### src/rtl/mdio_tgt_pkg.sv
package mdio_tgt_pkg;

  typedef enum logic [1:0] {
    ST_IDLE = 2'd0,
    ST_RD   = 2'd1,
    ST_WR   = 2'd2
  } frm_state_e;

  localparam logic [1:0] HDR_START = 2'b01;
  localparam logic [1:0] HDR_OP_WR = 2'b01;
  localparam logic [1:0] HDR_OP_RD = 2'b10;
  localparam logic [1:0] HDR_TA_WR = 2'b10;

endpackage

### src/rtl/mdio_edge.sv
module mdio_edge (
  input  logic clk,
  input  logic rst_n,
  input  logic mdc,
  input  logic mdo,
  input  logic mdo_oe,
  output logic rise,
  output logic bit_in
);

  logic mdc_q;

  always_ff @(posedge clk or negedge rst_n) begin
    if (!rst_n) mdc_q <= 1'b0;
    else        mdc_q <= mdc;
  end

  assign rise   = mdc & ~mdc_q;
  assign bit_in = mdo & mdo_oe;

endmodule

### src/rtl/mdio_regfile.sv
module mdio_regfile #(
  parameter int unsigned DATA_W = 16,
  parameter int unsigned ADDR_W = 5,
  parameter int unsigned ID_A_IDX = 2,
  parameter logic [DATA_W-1:0] ID_A_VAL = 16'h0022,
  parameter int unsigned ID_B_IDX = 3,
  parameter logic [DATA_W-1:0] ID_B_VAL = 16'h161A
) (
  input  logic              clk,
  input  logic              rst_n,
  input  logic              we,
  input  logic [ADDR_W-1:0] waddr,
  input  logic [DATA_W-1:0] wdata,
  input  logic [ADDR_W-1:0] raddr,
  output logic [DATA_W-1:0] rdata
);

  localparam int unsigned NREG = 1 << ADDR_W;

  logic [DATA_W-1:0] mem_q [NREG];

  for (genvar gi = 0; gi < NREG; gi++) begin : g_ent
    localparam logic [DATA_W-1:0] RST_VAL =
      (gi == ID_A_IDX) ? ID_A_VAL :
      (gi == ID_B_IDX) ? ID_B_VAL : '0;
    logic ent_en;
    assign ent_en = we && (waddr == ADDR_W'(gi));
    always_ff @(posedge clk or negedge rst_n) begin
      if (!rst_n)      mem_q[gi] <= RST_VAL;
      else if (ent_en) mem_q[gi] <= wdata;
    end
  end

  assign rdata = mem_q[raddr];

endmodule

### src/rtl/mdio_frame.sv
module mdio_frame
  import mdio_tgt_pkg::*;
#(
  parameter int unsigned DATA_W = 16,
  parameter int unsigned ADDR_W = 5
) (
  input  logic              clk,
  input  logic              rst_n,
  input  logic              rise,
  input  logic              bit_in,
  input  logic [DATA_W-1:0] rd_data,
  output logic [ADDR_W-1:0] rd_addr,
  output logic              we,
  output logic [ADDR_W-1:0] waddr,
  output logic [DATA_W-1:0] wdata,
  output logic              mdi,
  output frm_state_e        state,
  output logic [$clog2(DATA_W+2)-1:0] cnt,
  output logic [2*DATA_W-1:0] hist
);

  localparam int unsigned SH_W  = 2 * DATA_W;
  localparam int unsigned CNT_W = $clog2(DATA_W + 2);
  localparam logic [CNT_W-1:0] HDR_LAST = CNT_W'(DATA_W - 1);
  localparam logic [CNT_W-1:0] CNT_SAT  = CNT_W'(DATA_W + 1);
  localparam logic [CNT_W-1:0] CNT_LOAD = CNT_W'(DATA_W);
  localparam int unsigned REG_LO = 2;

  frm_state_e        st_q, st_n;
  logic [SH_W-1:0]   sh_q, sh_n, shift_w;
  logic [CNT_W-1:0]  cnt_q, cnt_n;
  logic [ADDR_W-1:0] addr_q, addr_n;
  logic [DATA_W-1:0] dout_q, dout_n;
  logic              mdi_q, mdi_n;
  logic              hdr_wr, hdr_rd;
  logic [1:0]        f_start, f_op, f_ta;

  assign shift_w = {sh_q[SH_W-2:0], bit_in};
  assign f_start = shift_w[DATA_W-1 -: 2];
  assign f_op    = shift_w[DATA_W-3 -: 2];
  assign f_ta    = shift_w[1:0];
  assign hdr_wr  = (f_start == HDR_START) && (f_op == HDR_OP_WR) && (f_ta == HDR_TA_WR);
  assign hdr_rd  = (f_start == HDR_START) && (f_op == HDR_OP_RD) && !f_ta[0];
  assign rd_addr = shift_w[REG_LO +: ADDR_W];
  assign waddr   = addr_q;
  assign wdata   = shift_w[DATA_W-1:0];

  always_comb begin
    st_n   = st_q;
    sh_n   = sh_q;
    cnt_n  = cnt_q;
    addr_n = addr_q;
    dout_n = dout_q;
    mdi_n  = mdi_q;
    we     = 1'b0;
    if (rise) begin
      sh_n = shift_w;
      if (&shift_w) begin
        st_n  = ST_IDLE;
        cnt_n = '0;
        mdi_n = 1'b0;
      end else begin
        unique case (st_q)
          ST_IDLE: begin
            if (cnt_q != CNT_SAT) cnt_n = cnt_q + 1'b1;
            if (cnt_q == HDR_LAST) begin
              if (hdr_wr) begin
                st_n   = ST_WR;
                cnt_n  = CNT_LOAD;
                addr_n = rd_addr;
              end else if (hdr_rd) begin
                st_n   = ST_RD;
                cnt_n  = CNT_LOAD;
                addr_n = rd_addr;
                mdi_n  = rd_data[DATA_W-1];
                dout_n = {rd_data[DATA_W-2:0], 1'b0};
              end
            end
          end
          ST_WR: begin
            cnt_n = cnt_q - 1'b1;
            if (cnt_q == CNT_W'(1)) begin
              we    = 1'b1;
              st_n  = ST_IDLE;
              cnt_n = '0;
            end
          end
          ST_RD: begin
            cnt_n = cnt_q - 1'b1;
            if (cnt_q == CNT_W'(1)) begin
              mdi_n = 1'b0;
              st_n  = ST_IDLE;
              cnt_n = '0;
            end else begin
              mdi_n  = dout_q[DATA_W-1];
              dout_n = {dout_q[DATA_W-2:0], 1'b0};
            end
          end
          default: begin
            st_n  = ST_IDLE;
            cnt_n = '0;
            mdi_n = 1'b0;
          end
        endcase
      end
    end
  end

  always_ff @(posedge clk or negedge rst_n) begin
    if (!rst_n) begin
      st_q   <= ST_IDLE;
      sh_q   <= '0;
      cnt_q  <= '0;
      addr_q <= '0;
      dout_q <= '0;
      mdi_q  <= 1'b0;
    end else begin
      st_q   <= st_n;
      sh_q   <= sh_n;
      cnt_q  <= cnt_n;
      addr_q <= addr_n;
      dout_q <= dout_n;
      mdi_q  <= mdi_n;
    end
  end

  assign mdi   = mdi_q;
  assign state = st_q;
  assign cnt   = cnt_q;
  assign hist  = sh_q;

endmodule

### src/rtl/mdio_mgmt_target.sv
module mdio_mgmt_target
  import mdio_tgt_pkg::*;
#(
  parameter int unsigned DATA_W = 16,
  parameter int unsigned ADDR_W = 5,
  parameter int unsigned ID_A_IDX = 2,
  parameter logic [DATA_W-1:0] ID_A_VAL = 16'h0022,
  parameter int unsigned ID_B_IDX = 3,
  parameter logic [DATA_W-1:0] ID_B_VAL = 16'h161A
) (
  input  logic clk,
  input  logic rst_n,
  input  logic mdc,
  input  logic mdo,
  input  logic mdo_oe,
  output logic mdi
);

  localparam int unsigned CNT_W = $clog2(DATA_W + 2);

  logic              mdc_rise, mdc_bit, rf_we;
  logic [ADDR_W-1:0] rf_raddr, rf_waddr;
  logic [DATA_W-1:0] rf_rdata, rf_wdata;
  frm_state_e        frm_state;
  logic [CNT_W-1:0]  data_cnt;
  logic [2*DATA_W-1:0] bit_hist;

  mdio_edge u_edge (
    .clk    (clk),
    .rst_n  (rst_n),
    .mdc    (mdc),
    .mdo    (mdo),
    .mdo_oe (mdo_oe),
    .rise   (mdc_rise),
    .bit_in (mdc_bit)
  );

  mdio_frame #(.DATA_W(DATA_W), .ADDR_W(ADDR_W)) u_frame (
    .clk     (clk),
    .rst_n   (rst_n),
    .rise    (mdc_rise),
    .bit_in  (mdc_bit),
    .rd_data (rf_rdata),
    .rd_addr (rf_raddr),
    .we      (rf_we),
    .waddr   (rf_waddr),
    .wdata   (rf_wdata),
    .mdi     (mdi),
    .state   (frm_state),
    .cnt     (data_cnt),
    .hist    (bit_hist)
  );

  mdio_regfile #(
    .DATA_W(DATA_W), .ADDR_W(ADDR_W),
    .ID_A_IDX(ID_A_IDX), .ID_A_VAL(ID_A_VAL),
    .ID_B_IDX(ID_B_IDX), .ID_B_VAL(ID_B_VAL)
  ) u_rf (
    .clk   (clk),
    .rst_n (rst_n),
    .we    (rf_we),
    .waddr (rf_waddr),
    .wdata (rf_wdata),
    .raddr (rf_raddr),
    .rdata (rf_rdata)
  );

endmodule

### config.mk
export PLATFORM = sky130hd
export DESIGN_NAME = mdio_mgmt_target
export DESIGN_NICKNAME = d
export VERILOG_FILES = /design/src/rtl/mdio_tgt_pkg.sv /design/src/rtl/mdio_edge.sv /design/src/rtl/mdio_regfile.sv /design/src/rtl/mdio_frame.sv /design/src/rtl/mdio_mgmt_target.sv
export SDC_FILE = /design/constraint.sdc
export NUM_CORES = 1
export LEC_CHECK = 0
export BUFFER_PORTS_ARGS = -buffer_cell sky130_fd_sc_hd__buf_2
export CAP_MARGIN = 10
export CORE_UTILIZATION = 45
export CTS_CLUSTER_SIZE = 8
export DETAILED_ROUTE_END_ITERATION = 8
export GPL_ROUTABILITY_DRIVEN = 0
export PLACE_DENSITY = 0.57
export REMOVE_ABC_BUFFERS = 1
export SLEW_MARGIN = 20
export SYNTH_ARGS = -nofsm -noshare
export SYNTH_HDL_FRONTEND = slang
export SYNTH_SLANG_ARGS = --single-unit
### constraint.sdc
create_clock -name clk -period 7.3 [get_ports clk]
set_clock_uncertainty 0.1 [all_clocks]
set_input_delay 0 -clock clk [delete_from_list [all_inputs] [get_ports clk]]
set_output_delay 0 -clock clk [all_outputs]
set_load 0.02 [all_outputs]
* Yosys cells after proc, flatten, opt, wreduce, memory -nomap -nowiden
Cells that the tools add are included.
Word-level totals: logic and storage cells 177, bits in registers 573, output and inout bits 1
Operators by class: magnitude comparators 1, add/subtract/negate cells 2, bitwise gates (word level) 5, equal/unequal tests 50, reductions and logical operators 47, mux-type cells 33
Operators by type and width (count):
- 2-to-1 mux 16 bit | 6
- binary-select mux 16 bit (select 5 bit) | 1
- equality test 5 bit (second input constant) | 16
- equality test 5 x 4 -> 1 bit (second input constant) | 9
- 2-to-1 mux 5 bit | 8
- logical AND 1 bit | 36
- case mux 16 bit (2 select lines) | 1
- AND reduction 32 bit | 1
- equality test 5 x 3 -> 1 bit (second input constant) | 4
- equality test 5 x 1 -> 1 bit (second input constant) | 2
- equality test 5 x 2 -> 1 bit (second input constant) | 2
- 2-to-1 mux 2 bit | 5
- case mux 5 bit (2 select lines) | 1
- AND reduction 5 bit | 2
- 2-to-1 mux 1 bit | 9
- != test 3 x 1 -> 1 bit (second input constant) | 3
- AND reduction 7 bit | 1
- equality test 2 x 1 -> 1 bit (second input constant) | 3
- equality test 2 bit (second input constant) | 3
- >= comparator 6 bit (second input constant) | 1
- != test 2 x 1 -> 1 bit (second input constant) | 3
- inverter 5 -> 6 bit | 1
- adder 5 x 1 -> 5 bit (second input constant) | 1
- logical NOT 5 bit | 1
- 14 further kinds | 18

* Depth between registers and ports, before layout
Gate-level depths: netlist of run 1.
word-level depth 9, depth in mapped cells 10, mapped depth without buffers 8

* Cells and area by module
Synthesis of run 1 repeated with hierarchy kept, for this count alone.
Unflattened totals: cell total of the unflattened synthesis 1984, area total of the unflattened synthesis 27049.7 µm²
Modules (own cells, without submodules):
- mdio_regfile | area each 23811.6 µm², times used 1, seq. area each 12822.3 µm², cells an instance 1731
- mdio_frame | area each 3193.1 µm², times used 1, seq. area each 1501.4 µm², cells an instance 250
- mdio_edge | area each 45.0 µm², times used 1, seq. area each 25.0 µm², cells an instance 3

* Worst setup path before layout of run 1
Ideal clock, no wire load.
path type register to register, from register u_frame.st_q[0], in the netlist u_frame.state[0], to register u_rf.mem_q[213] in the netlist's numbering, cell stages (with the launch flop) 9, path buffers 2, setup slack 4963 ps, library setup time 125 ps, period minus slack after synthesis 2337 ps, data arrival time 2112 ps, path through dfrtp_1 inv_1 ha_1 nand2b_1 or3_1 clkbuf_1 nor2_2 buf_2 mux2_2
Between the ends: word-level cells in the longest chain between the ends 5
Ends and longest elaborated chain:
- start, declared | line mdio_frame.sv:29 | frm_state_e st_q, st_n;
- start signal, assigned | line mdio_frame.sv:118 | st_q <= st_n;
- equality test 2 bit | line mdio_frame.sv:63 | unique case (st_q)
- 2-to-1 mux 1 bit | line mdio_frame.sv:63
- 2-to-1 mux 1 bit | line mdio_frame.sv:58 | if (&shift_w) begin
- 2-to-1 mux 1 bit | line mdio_frame.sv:56 | if (rise) begin
- logical AND 1 bit | line mdio_regfile.sv:27 | assign ent_en = we && (waddr == ADDR_W'(gi));
- end signal, assigned by index | line mdio_regfile.sv:30 | else if (ent_en) mem_q[gi] <= wdata;
- end, declared | line mdio_regfile.sv:20 | logic [DATA_W-1:0] mem_q [NREG];
Every way passes these cells. A chain may end at the register's enable or synchronous reset.

* Worst setup path in the final report of run 1
from register u_frame.sh_q[1], in the netlist u_frame.hist[1], to register u_frame.dout_q[1]
Between the ends: word-level cells in the longest chain between the ends 8, elaborated cells between the ends (all ways) 11
Ends and longest elaborated chain:
- start, declared | line mdio_frame.sv:30 | logic [SH_W-1:0] sh_q, sh_n, shift_w;
- start signal, assigned | line mdio_frame.sv:119 | sh_q <= sh_n;
- inverter 5 -> 6 bit (not written as such) | line mdio_regfile.sv:34 | assign rdata = mem_q[raddr];
- binary-select mux 16 bit (select 5 bit) | line mdio_regfile.sv:34
- 2-to-1 mux 16 bit (not written as such) (2 in series) | line mdio_regfile.sv:34
- 2-to-1 mux 16 bit | line mdio_frame.sv:71 | end else if (hdr_rd) begin
- 2-to-1 mux 16 bit | line mdio_frame.sv:67 | if (hdr_wr) begin
- 2-to-1 mux 16 bit | line mdio_frame.sv:66 | if (cnt_q == HDR_LAST) begin
- case mux 16 bit (2 select lines) | line mdio_frame.sv:63
- end signal, assigned | line mdio_frame.sv:122 | dout_q <= dout_n;
- end, declared | line mdio_frame.sv:33 | logic [DATA_W-1:0] dout_q, dout_n;
Parallel ways exist; a longest one is shown, timed or not. The select of a mux whose other input is x is not followed.

==> summary.txt, run 1 <==
Pwr
  • Clock power frac: 0.425
  • Int Pwr: 5.664 mW
  • Comb power frac: 0.149
  • Sw Ratio: 0.2930
  • Seq pwr share: 0.426
  • Max VDD drop: 0.1992 mV
  • Tot Pwr: 8.011 mW
  • Leak Pwr: 13.83 nW
  • Pwr/cell area: 269.0 nW/um^2
  • Psw: 2.347 mW

Global route
  • Initial antenna violation count: 4
  • Largest net degree at the start of global routing: 136
  • Congestion Overflow GR: 0
  • GRT Total Usage: 0.2486
  • First-pass GRT wire length: 111000 um
  • Vias in the first global route: 17.11k

Drt
  • Avg WL per Cell: 26.24 um
  • Total length of routed wires: 72060 um
  • Vias per cell: 5.947
  • DR vias: 16.33k
  • DRC: 0
  • Final ANT Viol Nets: 0
  • DRT iter0 DRCs: 979
  • First-pass DRT Iterations: 5

Timing
  • Final WS setup: 3.366 ns
  • Slew @ Worst Pin: 1.167 ns
  • RSZ-0062 raised after global routing: no
  • Setup TNS: 0 ns
  • FMAX: 254.2 MHz
  • Fin. max-slew vios: 0
  • Max_slew headroom: 0.2210
  • Final hold viol count: 0
  • Final Setup Violations: 0
  • Tcrit/Tclk final: 0.5389
  • Fin crit period: 3.934 ns

Yosys
  • Netlist cell types: 55
  • Top cells by area, synth: dfrtp_1 53%, mux2_2 21%, mux2i_1 5.8%
  • Top cell type's share of synthesized area: 0.5299
  • Primary FF master, synth: dfrtp_1
  • Asr flop ratio synth: 1.000
  • Syn avg cell area: 13.65 um^2
  • Cell count after synthesis: 1951
  • #FFs+latches synth: 572
  • Warnings from Yosys: 0
  • Biggest area consumer among synthesized cells: dfrtp_1
  • EDFF count, synth: 0
  • Sequential area share after synthesis: 0.5377
  • Mapped cell area: 26640 um^2

Clock network
  • Postcts setup bufs: 0
  • Clock Tree Buf Depth: 3
  • Num Clock Sinks: 572
  • Worst skew pair latency: 0.62 ns
  • Clock transition at path regs: 0.05 ns
  • CTS root buf: clkbuf_16
  • CTS tree: built
  • H-tree levels: 3
  • Post-CTS sizing: 0
  • Num CTS Buffers: 81

Floorplan
  • Rows: 88
  • Die width: 245.3 um
  • Die footprint: 60170 um^2
  • Initial Util: 0.4582
  • Ports: 6
  • Die H: 245.3 um
  • Total core area: 58140 um^2

Layout
  • Commonest non-fill, non-tap cell in the layout: dfrtp_1
  • Most frequent cells in the layout: 558 x dfrtp_1, 496 x mux2_2, 155 x mux2i_1, 125 x nand2_1, 82 x clkbuf_16
  • Final Util: 0.5122
  • Layout area overhead: 11.79%
  • Nets: 1955
  • Layout cells sized above 1: 0.3993
  • Fillers: 4925
  • Inserted Diodes: 0
  • Design area: 29780 um^2

Place
  • Placed inst area: 27420 um^2
  • Dpl ws: 3.385 ns
  • Detailed Place HPWL: 42050 um
  • # port buffers: 5

Hold path
  • Worst hold path class: in2reg

Job
  • Max capacitance violation total: 0

Worst setup path
  • CP Class: reg2reg
  • Setup crit end kind: flop
  • Critical path data required time: 7.70 ns
  • Critical path arrival: 4.34 ns
  • Critical-path maximum fanout: 48
  • Crit start category: flop

Status
  • Status: complete, no violations
==> critical path, stage by stage (launching register included) <==
cell,delay [ns]
dfrtp_4,0.91
buf_4,0.68
buf_4,0.64
mux4_2,0.58
nor2_1,0.12
nor2_1,0.06
o22ai_1,0.36
a31oi_1,0.09
a22o_1,0.22
==> power groups by stage <==
stage	clock [mW]	combinational, mW	sequential, mW
global placement	0	1.16	3.46
floorplan	0	0.618	3.51
global route	3.63	1.27	3.42
CTS	3.49	1.18	3.41
finish	3.41	1.20	3.41
detailed placement	0	1.17	3.46
==> kinds of logic after synthesis <==
kind of cell	count (synthesis)	share of synthesized area
AO/OA/AOI/OAI	178	0.04848
AND/OR/NAND/NOR	285	0.05468
adder cells (fa/ha/maj)	8	0.003758
buffers and inverters	185	0.03274
multiplexers	723	0.3226
flip-flops	572	0.5377
==> registers in the layout, summed over array words and instances (netlist names) <==
name            flops
u_edge.mdc_q        1
u_frame.cnt         5
u_frame.dout_q     15
u_frame.hist       31
u_frame.mdi         1
u_frame.state       2
u_frame.waddr       5
u_rf.mem_q        512
==> metrics by stage <==
step	hold slack (ns)	cells
6_report	0.1317	2746
5_1_grt	0.1719	2746
4_1_cts	0.1007	2745
3_5_place_dp	-0.1739	2616
3_3_place_gp	-0.1738	2616
2_1_floorplan	-0.3956	1782
==> per-layer routing <==
layer	vias to the layer above	global-route usage	routed length, um
met3	121	0.05566	4354
met2	437	0.3770	32280
li1	7072	-	-
met4	2	0.08382	2188
met1	8699	0.3515	33230
met5	-	0	12
==> cells in the mapped netlist (3+ instances only) <==
library cell / n
mux2i_1: 155
mux2_4: 22
nor2_2: 21
a22oi_1: 63
dfrtp_1: 564
ha_1: 8
and3_1: 5
nor3_1: 11
dfstp_2: 8
nand2b_1: 3
nand3_1: 30
buf_6: 11
nand3_2: 3
and2_1: 3
inv_1: 16
nand4_1: 9
nand2_1: 126
nor2_1: 20
a311oi_1: 3
clkbuf_1: 83
buf_2: 55
a2111oi_0: 12
mux4_2: 50
a22o_1: 17
mux2_2: 496
o211ai_1: 8
o22ai_1: 4
nand4b_1: 5
a21oi_1: 15
buf_4: 7
a211oi_1: 8
nor2b_1: 33
buf_1: 13
a31oi_1: 20
a221oi_1: 4
o31ai_1: 6
o21ai_0: 11
==> path summary, 6_finish.rpt <==
check,start,slack (ns),to,cells after the start
setup / recovery,u_frame.hist[1]$_DFFE_PN0P_,3.37,u_frame.dout_q[1]$_DFFE_PN0P_,8
setup reg to reg,u_frame.hist[1]$_DFFE_PN0P_,3.37,u_frame.dout_q[1]$_DFFE_PN0P_,8
min in group asynchronous,rst_n,0.40,u_rf.mem_q[469]$_DFFE_PN1P_,3
max in group asynchronous,rst_n,5.05,u_rf.mem_q[38]$_DFFE_PN0P_,5
hold reg to reg,u_frame.hist[30]$_DFFE_PN0P_,0.39,u_frame.hist[30]$_DFFE_PN0P_,2
hold / removal,mdo,0.13,u_frame.mdi$_DFFE_PN0P_,6
==> timing repair <==
item,CTS,global route
hold buffers,7,0
endpoints found under the hold margin,379,0
endpoints found under the setup margin,0,0
==> layout make-up <==
type                            instances  area, um^2  share of cell area
Inverter                               16       60.06            0.002017
Tap cell                              765       957.2             0.03214
Sequential cell                       572       14340              0.4814
Clock buffer                          115        2176             0.07307
Timing Repair Buffer                   77       651.9             0.02189
Clock inverter                          7       80.08            0.002689
Multi-Input combinational cell       1194       11520              0.3867
Power figures use the tool's default switching activity.
==> run 2: changes to the inputs <==
- clock period: 7.3 -> 4.1 ns (I/O delays scaled with it)
==> run 2 against run 1 <==
Against the previous run:
- the run now ends with hold timing left
- clock power rose by 74%
- worst setup slack got worse by 2.6 ns
- die area did not move
- first-iteration DRC count rose by 18%
- power rose by 76%
- global-route usage fell by 0.76 points
==> summary.txt, run 2 (same netlist as run 1, synthesis figures left out) <==
Layout
  • Layout cells sized above 1: 0.4026
  • Nets: 1973
  • Most frequent cells in the layout: 561 x dfrtp_1, 496 x mux2_2, 155 x mux2i_1, 126 x nand2_1, 83 x clkbuf_16
  • Largest register FFs: 512
  • Commonest non-fill, non-tap cell in the layout: dfrtp_1
  • Layout area overhead: 12.09%
  • Fillers: 4931
  • Reg with most FFs: u_rf.mem_q

Global route
  • Largest net degree at the start of global routing: 118
  • First-pass GRT wire length: 108100 um
  • GRT Total Usage: 0.2410
  • Initial antenna violation count: 3
  • Vias in the first global route: 16.91k
  • Congestion Overflow GR: 0

Drt
  • First-pass DRT Iterations: 5
  • Final ANT Viol Nets: 0
  • Vias per cell: 5.880
  • Routed wl met2: 34080 um
  • WL met1: 31650 um
  • Avg WL per Cell: 25.63 um
  • Total length of routed wires: 70440 um
  • Met3 WL post-DR: 3092 um
  • DRC: 0
  • DRT iter0 DRCs: 1153
  • DR vias: 16.16k
  • Uppermost layer routed: met5

Clock network
  • Worst skew pair latency: 0.62 ns
  • Clock transition at path regs: 0.05 ns
  • Hold_buf cts: 5
  • Clock Tree Buf Depth: 3
  • Post-CTS sizing: 0
  • CTS tree: built
  • Num Clock Sinks: 572
  • CTS root buf: clkbuf_16
  • H-tree levels: 3
  • Num CTS Buffers: 81
  • Postcts setup bufs: 0

Status
  • Failing checks: hold timing
  • Status: complete, but fails checks

Hold path
  • Worst hold path class: in2async

Worst setup path
  • Crit path launch: u_frame.hist[3]$_DFFE_PN0P_
  • Crit-path slowest cell: nor2_2
  • Max incr delay on CP: 0.98 ns
  • RR Startpoint: u_frame.hist[3]$_DFFE_PN0P_
  • Critical path arrival: 3.75 ns
  • Critical-path maximum fanout: 16
  • Cells along the critical path: nand2_1 > nor3_1 > nand3_2 > nand3b_2 > nor2_2 > mux2_2
  • Setup crit end kind: flop
  • Crit start category: flop
  • Critical path data required time: 4.49 ns
  • CP Class: reg2reg

Timing
  • Final Hold Slack: -0.04541 ns
  • Slew @ Worst Pin: 1.150 ns
  • Fin crit period: 3.361 ns
  • Setup TNS: 0 ns
  • FMAX: 297.5 MHz
  • Final hold viol count: 20
  • Tcrit/Tclk final: 0.8198
  • Final Setup Violations: 0
  • Max_slew headroom: 0.2323
  • Fin. max-slew vios: 0
  • RSZ-0062 raised after global routing: no

Pwr
  • Pwr/cell area: 472.5 nW/um^2
  • Tot Pwr: 14.11 mW
  • Leak Pwr: 13.90 nW
  • Max VDD drop: 0.2884 mV

Place
  • # port buffers: 5
  • Detailed Place HPWL: 42100 um

Floorplan
  • Die width: 245.3 um
  • Ports: 6
  • Total core area: 58140 um^2
  • Initial Util: 0.4582
  • Die H: 245.3 um
  • Rows: 88
  • Die footprint: 60170 um^2

Job
  • Max capacitance violation total: 0
## run 2: cell types whose count changed in the layout (fill, tap and decap cells not counted), moves of 2 or more
cell	delta
and2_2	-2
clkbuf_1	-15
and2_1	+2
a2111oi_2	-2
buf_12	+4
a2111oi_1	+2
clkinv_8	-3
dfrtp_1	+3
dfrtp_2	-3
buf_4	+17
## run 2: worst paths after layout
check	endpoint	slack [ns]	cells after the start
setup / recovery	u_rf.mem_q[66]$_DFFE_PN0P_	0.74	6
hold / removal	u_rf.mem_q[477]$_DFFE_PN0P_	-0.05	2
setup reg to reg	u_rf.mem_q[66]$_DFFE_PN0P_	0.74	6
hold reg to reg	u_frame.dout_q[14]$_DFFE_PN0P_	0.38	2
max in group asynchronous	u_rf.mem_q[32]$_DFFE_PN0P_	2.70	3
min in group clk	u_rf.mem_q[480]$_DFFE_PN0P_	0.12	4
## run 2: critical path, delay by kind of cell, from the launching register on
| kind | cells | cell delay, ns |
|---|---|---|
| AND/OR/NAND/NOR | 5 | 2.10 |
| multiplexers | 1 | 0.42 |
| flip-flops | 1 | 0.59 |
## run 2: final cells by class
cell class                 instances  area (um^2)  area share
antenna                            1        2.502  0.00008381
clock buffer                     102         2158     0.07229
clock inverter                     3        26.28   0.0008800
inverter                          16        60.06    0.002011
multi-input combinational       1194        11500      0.3851
sequential                       572        14330      0.4800
tap                              765        957.2     0.03206
timing repair buffer              95        823.3     0.02757
## run 2: metrics by stage
step                      instance area, um^2  worst slack (ns)  cells    util
final                                   29860            0.7390   2748  0.5136
after detailed placement                27620            0.7577   2637  0.4750
after floorplan                         25820            -5.052   1782       -
after global routing                    29850            0.6245   2747  0.5135
after global placement                  27610            0.8396   2637  0.4749
after CTS                               29850            0.7669   2747  0.5135
## run 2: metal layers
layer  vias up  track usage
li1       7070            -
met1      8691       0.3302
met2       288       0.3892
met3       107      0.04529
met4         2      0.07059
met5         -            0
## run 2: report_power, final
part           internal (mW)  switching, mW
clock                   3.62           2.33
combinational          0.686           1.52
sequential              5.81          0.148
total                   10.1           4.00
==> run 3: changes to the inputs <==
- ABC_AREA: default -> 1
- PLACE_DENSITY: 0.57 -> 0.59
- clock period: 4.1 -> 2.86 ns (I/O delays scaled with it)
==> run 3 against run 2 <==
Against the previous run:
- the run now ends clean
- final area shrank 0.36%
- first-iteration DRC count up 110%
- final cell count grew 44%
- maximum frequency grew 27%
- non-clock buffer count shrank 8
- critical endpoint is now u_frame.dout_q[8]$_DFFE_PN0P_
- largest power group is now the clock network
==> summary.txt, run 3 <==
Status
  • Status: complete, no violations

Place
  • # port buffers: 5
  • Dpl ws: -0.04051 ns
  • Detailed Place HPWL: 45560 um

Layout
  • Reg with most FFs: u_rf.mem_q
  • Final Util: 0.5012
  • Layout area overhead: 9.330%
  • Most frequent cells in the layout: 947 x nand2_1, 561 x dfrtp_1, 490 x o21ai_1, 265 x nand3_1, 254 x nor2_1
  • Commonest non-fill, non-tap cell in the layout: nand2_1
  • Layout cells sized above 1: 0.07405
  • Fillers: 5668
  • Nets: 3177
  • Largest register FFs: 512
  • Inserted Diodes: 0

Worst setup path
  • Max incr delay on CP: 0.44 ns
  • Cells along the critical path: ha_1 > nand2_1 > nor2_1 > ha_1 > nor2_1 > nor3_1 > o21ai_0 > inv_1 > nand3_1 > buf_4 > nand2_1 > inv_1 > nor2_1 > nand2_1
  • Crit start category: flop
  • Critical path data required time: 3.27 ns
  • Critical-path maximum fanout: 17
  • Setup crit end kind: flop
  • Crit-path slowest cell: dfrtp_1
  • Critical path arrival: 3.05 ns
  • CP Class: reg2reg

Yosys
  • Syn avg cell area: 8.311 um^2
  • Netlist cell types: 37
  • Primary FF master, synth: dfrtp_1
  • Biggest area consumer among synthesized cells: dfrtp_1
  • Mapped cell area: 27210 um^2
  • EDFF count, synth: 0
  • Most numerous cell in the Yosys netlist: nand2_1
  • Sequential area share after synthesis: 0.5264
  • Top cell type's share of synthesized area: 0.5187
  • Top cells by area, synth: dfrtp_1 52%, nand2_1 13%, o21ai_1 9.0%
  • Warnings from Yosys: 0
  • Synth top cells by count: 947 x nand2_1, 564 x dfrtp_1, 490 x o21ai_1
  • Asr flop ratio synth: 1.000
  • #FFs+latches synth: 572
  • Cell count after synthesis: 3274

Floorplan
  • Die footprint: 61450 um^2
  • Rows: 89
  • Total core area: 59350 um^2
  • Ports: 6
  • Die H: 247.9 um
  • Initial Util: 0.4584
  • Die width: 247.9 um

Global route
  • Congestion Overflow GR: 0
  • GRT Total Usage: 0.2662
  • Vias in the first global route: 21.50k
  • Initial antenna violation count: 0
  • First-pass GRT wire length: 126100 um
  • Largest net degree at the start of global routing: 159

Timing
  • Tcrit/Tclk final: 0.9246
  • Fin crit period: 2.644 ns
  • Max_slew headroom: 0.4524
  • Final hold viol count: 0
  • Slew @ Worst Pin: 0.8213 ns
  • FMAX: 378.2 MHz
  • Final WS setup: 0.2156 ns
  • Final Setup Violations: 0
  • Setup TNS: 0 ns
  • RSZ-0062 raised after global routing: no
  • Fin. max-slew vios: 0

Pwr
  • Int Pwr: 14.35 mW
  • Leak Pwr: 12.92 nW
  • Max VDD drop: 0.5076 mV
  • Clock power frac: 0.426
  • Pwr/cell area: 690.4 nW/um^2
  • Psw: 6.191 mW
  • Comb power frac: 0.167
  • Seq pwr share: 0.407
  • Sw Ratio: 0.3014

Drt
  • Avg WL per Cell: 20.03 um
  • Vias per cell: 5.621
  • Final ANT Viol Nets: 0
  • DR vias: 22.26k
  • DRT iter0 DRCs: 2433
  • Total length of routed wires: 79320 um
  • First-pass DRT Iterations: 6
  • DRC: 0

Clock network
  • Clock Tree Buf Depth: 3
  • CTS root buf: clkbuf_16
  • Worst skew pair latency: 0.63 ns
  • Clock transition at path regs: 0.05 ns
  • Num CTS Buffers: 81
  • Num Clock Sinks: 572
  • CTS tree: built
  • H-tree levels: 3

Job
  • Max capacitance violation total: 0

Hold path
  • Worst hold path class: in2reg
run 3: changes by cell type in the layout (fill, tap and decap cells not counted), sizes merged, moves of 50 or more:
cell    delta
nand2    +824
o21ai    +679
mux2     -518
nand3    +261
nor2     +217
mux2i    -155
inv       +64
o211ai    +64
a22oi     -63
mux4      -50
run 3: per-stage QoR:
stage                     total power [mW]  hold WS [ns]  cell area, um^2  instances
after floorplan                      10.27       -0.3956            25560       2994
after global placement               11.84      -0.07958            27410       3846
after detailed placement             11.86      -0.07601            27410       3846
after CTS                            20.71      0.005499            29750       3960
after global routing                 21.32       0.02720            29750       3960
final                                20.54       0.02624            29750       3960
run 3: final cells by class:
cell class	instances	area (um^2)	area share
Multi-Input combinational cell	2340	10920	0.3672
Tap cell	773	967.2	0.03251
Inverter	82	320.3	0.01077
Clock inverter	5	70.07	0.002355
Clock buffer	101	2166	0.07280
Timing Repair Buffer	87	968.4	0.03255
Sequential cell	572	14330	0.4818
run 3: timing repair:
action | 4_1_cts | 5_1_grt
endpoints found under the setup margin | 83 | 2
resized for setup | 0 | 1
endpoints found under the hold margin | 405 | 0
pin swaps | 0 | 0
setup buffers | 3 | 0
hold buffers | 5 | 0
run 3: routing by layer:
layer  GRT usage  routed length (um)  part of all wire
met5           0                   0                 0
met1      0.3745               35770              0.45
met2      0.4159               36480              0.46
met3     0.04433                4952             0.062
met4     0.09130                2121             0.027
run 3: cell families after synthesis:
logic type / after synthesis / share of synthesized area
buf+inv: 362 / 0.07210
compound gates: 793 / 0.1536
simple gates: 1533 / 0.2422
xor+xnor: 6 / 0.001931
flops: 572 / 0.5264
fa+ha+maj: 8 / 0.003679
run 3: final timing paths:
| check | depth (start not counted) | start | slack (ns) | endpoint |
|---|---|---|---|---|
| worst max-delay path | 14 | u_frame.cnt[0]$_DFFE_PN0P_ | 0.22 | u_frame.dout_q[8]$_DFFE_PN0P_ |
| worst min-delay path | 4 | mdo_oe | 0.03 | u_rf.mem_q[352]$_DFFE_PN0P_ |
| worst min register to register | 2 | u_rf.mem_q[465]$_DFFE_PN1P_ | 0.37 | u_rf.mem_q[465]$_DFFE_PN1P_ |
| min in group asynchronous | 4 | rst_n | 0.54 | u_rf.mem_q[15]$_DFFE_PN0P_ |
| max in group asynchronous | 5 | rst_n | 1.49 | u_rf.mem_q[460]$_DFFE_PN1P_ |
| worst max register to register | 14 | u_frame.cnt[0]$_DFFE_PN0P_ | 0.22 | u_frame.dout_q[8]$_DFFE_PN0P_ |
run 3: critical path: cells and delay by family (launching register included):
family,cells,cell delay [ns]
AO/OA/AOI/OAI,1,0.11
adder cells (fa/ha/maj),2,0.43
buffers and inverters,3,0.45
flip-flops,1,0.44
AND/OR/NAND/NOR,8,0.98
run 3: power groups by stage:
stage               logic [mW]  clock network (mW)  registers (mW)
CTS                       3.40                8.95            8.36
detailed placement        3.38                   0            8.49
global placement          3.36                   0            8.48
floorplan                 1.60                   0            8.67
global route              3.69                9.26            8.37
finish                    3.42                8.76            8.36
